**src/rtl/wdog_keyed.sv**
```systemverilog
module wdog_keyed #(
  parameter int WTW      = 8,
  parameter int PD_TICKS = 64
) (
  input  logic        clk,
  input  logic        por_n,
  input  logic        rst_n,
  input  logic        tick_i,
  input  logic        lp_i,
  input  logic        bus_wr,
  input  logic [3:0]  bus_addr,
  input  logic [15:0] bus_wdata,
  output logic [15:0] bus_rdata,
  output logic        irq_o,
  output logic        int_rst_o,
  output logic        ext_rst_n
);
  localparam int CW  = WTW + 1;
  localparam int PDW = $clog2(PD_TICKS + 1);

  logic core_rst_n;
  assign core_rst_n = rst_n & por_n;

  logic [WTW-1:0] wt_q, wict_q;
  logic wda_q, wre_q, wde_q, zst_q, zst_lock;
  logic key_q, tmo_q, tmo_drv, swr_q;
  logic wie_q, wtis_q;
  logic pd_en, pd_pulse;
  logic [PDW-1:0] pd_cnt;
  logic st_tout, st_swr;
  logic [CW-1:0] cnt;

  wire wr_ctrl = bus_wr && bus_addr == 4'h0;
  wire wr_svc  = bus_wr && bus_addr == 4'h2;
  wire wr_icr  = bus_wr && bus_addr == 4'h6;
  wire wr_misc = bus_wr && bus_addr == 4'h8;

  wire [CW-1:0] ld_cur = CW'(wt_q) + CW'(1);
  wire [CW-1:0] ld_new = CW'(bus_wdata[8 +: WTW]) + CW'(1);
  wire start   = wr_ctrl && bus_wdata[2] && !wde_q;
  wire refresh = wr_svc && bus_wdata == 16'hAAAA && key_q;
  wire run     = wde_q && !(zst_q && lp_i);
  wire dec     = run && tick_i && cnt != '0;
  wire hit     = wde_q && cnt == '0 && !tmo_q;
  wire swreq   = wr_ctrl && !bus_wdata[4];
  wire pre_hit = dec && (cnt - CW'(1)) == CW'(wict_q);

  always_ff @(posedge clk or negedge core_rst_n) begin
    if (!core_rst_n) begin
      wt_q <= '0; wda_q <= 1'b1; wre_q <= 1'b0; wde_q <= 1'b0;
      zst_q <= 1'b0; zst_lock <= 1'b0;
    end else if (wr_ctrl) begin
      wt_q  <= bus_wdata[8 +: WTW];
      wda_q <= bus_wdata[5];
      wre_q <= bus_wdata[3];
      wde_q <= wde_q | bus_wdata[2];
      if (!zst_lock) begin
        zst_q    <= bus_wdata[0];
        zst_lock <= 1'b1;
      end
    end
  end

  always_ff @(posedge clk or negedge core_rst_n) begin
    if (!core_rst_n) key_q <= 1'b0;
    else if (wr_svc) key_q <= bus_wdata == 16'h5555;
  end

  always_ff @(posedge clk or negedge core_rst_n) begin
    if (!core_rst_n)  cnt <= '0;
    else if (start)   cnt <= ld_new;
    else if (refresh) cnt <= ld_cur;
    else if (dec)     cnt <= cnt - CW'(1);
  end

  always_ff @(posedge clk or negedge core_rst_n) begin
    if (!core_rst_n) begin
      tmo_q <= 1'b0; tmo_drv <= 1'b0; swr_q <= 1'b0;
    end else begin
      if (hit) tmo_q <= 1'b1;
      tmo_drv <= tmo_q;
      swr_q   <= swreq;
    end
  end

  always_ff @(posedge clk or negedge core_rst_n) begin
    if (!core_rst_n) begin
      wie_q <= 1'b0; wtis_q <= 1'b0; wict_q <= '0;
    end else begin
      if (wr_icr) begin
        wie_q  <= bus_wdata[15];
        wict_q <= bus_wdata[WTW-1:0];
      end
      if (pre_hit) wtis_q <= 1'b1;
      else if (wr_icr && bus_wdata[14]) wtis_q <= 1'b0;
    end
  end

  always_ff @(posedge clk or negedge core_rst_n) begin
    if (!core_rst_n) begin
      pd_en <= 1'b1; pd_cnt <= '0; pd_pulse <= 1'b0;
    end else begin
      pd_pulse <= 1'b0;
      if (wr_misc && bus_wdata == 16'h0000) pd_en <= 1'b0;
      else if (pd_en && tick_i) begin
        if (pd_cnt == PDW'(PD_TICKS - 1)) begin
          pd_pulse <= 1'b1;
          pd_en    <= 1'b0;
        end else pd_cnt <= pd_cnt + PDW'(1);
      end
    end
  end

  always_ff @(posedge clk or negedge por_n) begin
    if (!por_n) begin
      st_tout <= 1'b0; st_swr <= 1'b0;
    end else if (hit) begin
      st_tout <= 1'b1; st_swr <= 1'b0;
    end else if (swreq && !tmo_q) begin
      st_tout <= 1'b0; st_swr <= 1'b1;
    end
  end

  always_comb begin
    case (bus_addr)
      4'h0:    bus_rdata = (16'(wt_q) << 8) |
                           16'({2'b00, wda_q, 1'b1, wre_q, wde_q, 1'b0, zst_q});
      4'h4:    bus_rdata = {14'd0, st_tout, st_swr};
      4'h6:    bus_rdata = {wie_q, wtis_q, 14'd0} | 16'(wict_q);
      4'h8:    bus_rdata = {15'd0, pd_en};
      default: bus_rdata = 16'h0000;
    endcase
  end

  assign irq_o     = wie_q && wtis_q;
  assign int_rst_o = (tmo_drv && !wre_q) || swr_q;
  assign ext_rst_n = !(!wda_q || (tmo_drv && wre_q) || pd_pulse);
endmodule


```
**config.mk**
```make
export PLATFORM = sky130hd
export DESIGN_NAME = wdog_keyed
export DESIGN_NICKNAME = d
export VERILOG_FILES = /design/src/rtl/wdog_keyed.sv
export SDC_FILE = /design/constraint.sdc
export NUM_CORES = 1
export LEC_CHECK = 0
export BUFFER_PORTS_ARGS = -buffer_cell sky130_fd_sc_hd__buf_4
export CORE_AREA = 2 2 88 90
export CTS_BUF_LIST = sky130_fd_sc_hd__clkbuf_4
export DETAILED_ROUTE_END_ITERATION = 10
export DIE_AREA = 0 0 90 92
export SYNTH_ARGS = -nofsm -noshare
export SYNTH_HDL_FRONTEND = slang
export SYNTH_SLANG_ARGS = --single-unit
```
**constraint.sdc**
```tcl
create_clock -name clk -period 2.8 [get_ports clk]
set_input_delay 0.28 -clock clk [delete_from_list [all_inputs] [get_ports clk]]
set_output_delay 0.28 -clock clk [all_outputs]
set_load 0.05 [all_outputs]
```
==> summary.txt <==
Inserted Clock Buffers = 5
ANT nets after route = 0
CTS clk-pin slew, worst paths = 0.15 ns
Chip Height = 92 um
FILL cells = 764
Yosys top cell area share = 39.1%
setup TNS = 0 ns
DRT Wirelength = 7.40 mm
antenna cells = 0
Peak VDD IR = 0.224 mV
status = finished, final reports clean
fin crit share = 79.7%
sequential fraction of the synthesis area = 40.9%
Crit. End Element = flop
Synthesis Warnings = 0
CP required = 3.08 ns
# setup viols final = 0
PortBufs = 44
vias in the first global route = 2,443
Vias/cell = 5.43
Reg2Reg Depth = 7
All-Layer GR Usage = 18.9%
Worst Path Arrival = 2.52 ns
Post-CTS Setup Repair Bufs = 0
H-tree depth = 2
top cells by count, synth = dfrtp_1, nand2_1, xnor2_1
via count = 2,434
Design Area, Final = 3410 um2
worst r2r dst = wtis_q
unrepaired setup endpoints after global routing = no
setup slack, reg-to-reg = 0.57 ns
worst slew pin tran = 0.633 ns
I/O Pins = 45
core area = 7450 um2
relative slew slack = 57.8%
Post-Synthesis Cells = 298
Lkg Pwr = 0.00152 uW
Max Freq = 0.448 GHz
Syn Area/Cell = 9.67 um2
Synth area leader = dfrtp_1
Max FO, Critical Path = 6
DP Area = 3350 um2
CP startpoint kind = flop
TritonRoute pass-1 iters = 4
CTS tree = built
clock buffer depth = 2
max_cap viols = 0
Synth area leaders = dfrtp_1, mux2_2, xnor2_1
Netlist cell types = 55
cell area power density = 607 nW/um2
CP Class = flop to flop
asr flop ratio synth = 100%
final count of hold timing violations = 0
Worst Skew = 0.0117 ns
Crit. Startpoint = cnt[0]
top-count cell post-synth = dfrtp_1
slack of the critical path = 0.569 ns
Post-synth EDFFs = 0
Root Driver = clkbuf_4
Layout area overhead = 18.3%
Syn Nets = 332
first-pass GRT wire length = 12.4 mm
Tmin final = 2.23 ns
r2r startpoint = cnt[0]
Starting DRT DRC Count = 204
Die W = 90 um
flops & latches, synth = 47
WHS = 0.0180 ns
Starting Density = 38.7%
class of the worst hold path = primary input to asynchronous set/reset pin
# rows = 32
Die ar. = 8280 um2
dpl ws = 0.497 ns
HPWL after DPL = 5.76 mm
Remaining DRCs = 0
Final Max Slew Viols = 0
cell area after synthesis = 2880 um2
fraction of layout instances using a drive strength above 1 = 25.4%
Total Nets Final = 380
dominant synthesized flop cell = dfrtp_1
RD Place Congestion = 0.888
total grt overflow = 0
antenna violations before repair = 0
wire per inst = 16.5 um
clock insertion delay at the later pin of the skew report = 0.37 ns
Pwr Total = 2070 uW
largest net degree at the start of global routing = 27
Clock Sinks = 47
-- cell type report --
type	count	area [um2]	share of cell area, %
inverter	11	41.3	1.21
sequential	47	1180	34.6
tap	102	128	3.74
clock buffer	5	37.5	1.10
clock inverter	2	13.8	0.404
multi-input combinational	230	1630	47.7
timing repair buffer	51	385	11.3
-- cell usage in the layout, fill, tap and decap left out, types with 2 or more instances in the layout --
cell	netlist	routed
nand3_1	12	12
mux2i_1	2	2
nand2_1	30	30
xor2_1	11	11
dfstp_2	2	2
o22a_1	2	2
o211ai_1	2	2
nor4_1	5	5
ha_1	8	8
clkbuf_4	0	5
a22oi_1	3	3
nor3_1	15	15
buf_4	0	50
o21ai_0	9	9
a22o_1	4	4
dfrtp_1	45	45
nor2_1	18	18
inv_1	11	11
xnor2_1	20	20
or4_4	2	2
and2_1	10	9
o21a_1	2	2
a211oi_1	2	2
mux2_2	18	18
and3_1	5	5
nand4_1	8	8
a31oi_1	9	9
nand2b_1	5	5
and4b_1	2	2
-- logic make-up (layout without fill, tap and decap cells) --
family	count (synthesis)	count (layout)	synth area share [%]
adders and majority gates	8	8	3.47
DFF	47	47	40.9
buffers and inverters	21	69	2.99
AOI/OAI and AO/OA	48	48	12.5
and+or+nand+nor	122	122	22.5
xor gates and xnor gates	31	31	9.42
muxes	21	21	8.25
-- power by group --
part | leakage [uW] | internal [uW] | total, uW | switching [uW]
registers | 0.000596 | 831 | 1010 | 177
clock network | 0.0000310 | 93.8 | 327 | 233
logic | 0.000898 | 350 | 734 | 383
total | 0.00152 | 1280 | 2070 | 793
-- flip-flops by register name, summed over array words and instances, names as in the netlist, 7 cells and up --
name / flops
pd_cnt: 7
wt_q: 8
wict_q: 8
cnt: 9
-- critical path, stage by stage (launching register included) --
cell	delay [ns]
dfrtp_1	0.47
inv_1	0.13
ha_1	0.25
or4b_2	0.60
nor2_1	0.13
xor2_1	0.23
xnor2_1	0.10
a41o_1	0.24
-- metrics by stage --
stage / util [%] / instances
2_1_floorplan: - / 298
3_3_place_gp: 45.0 / 440
3_5_place_dp: 45.0 / 440
4_1_cts: 45.8 / 448
5_1_grt: 45.8 / 448
6_report: 45.8 / 448
-- per-layer routing --
metal / vias up / track usage (%) / part of all wire, %
li1: 1177 / - / -
met1: 1175 / 26.3 / 45
met2: 72 / 29.9 / 46
met3: 10 / 3.20 / 7.2
met4: 0 / 6.15 / 1.9
met5: - / 0 / 0
-- timing repair --
item / CTS / global route
gates resized for setup: 0 / 0
endpoints found under the hold margin: 2 / 0
hold buffers: 1 / 0
-- how the worst max path moves through the flow --
| stage | end | slack [ns] |
|---|---|---|
| after floorplan | bus_rdata[1] | 0.48 |
| after global placement | cnt[8] | 0.50 |
| after detailed placement | cnt[8] | 0.50 |
| after CTS | wtis_q | 0.59 |
| after global routing | wtis_q | 0.50 |
| final | wtis_q | 0.57 |
Power figures use the tool's default switching activity.
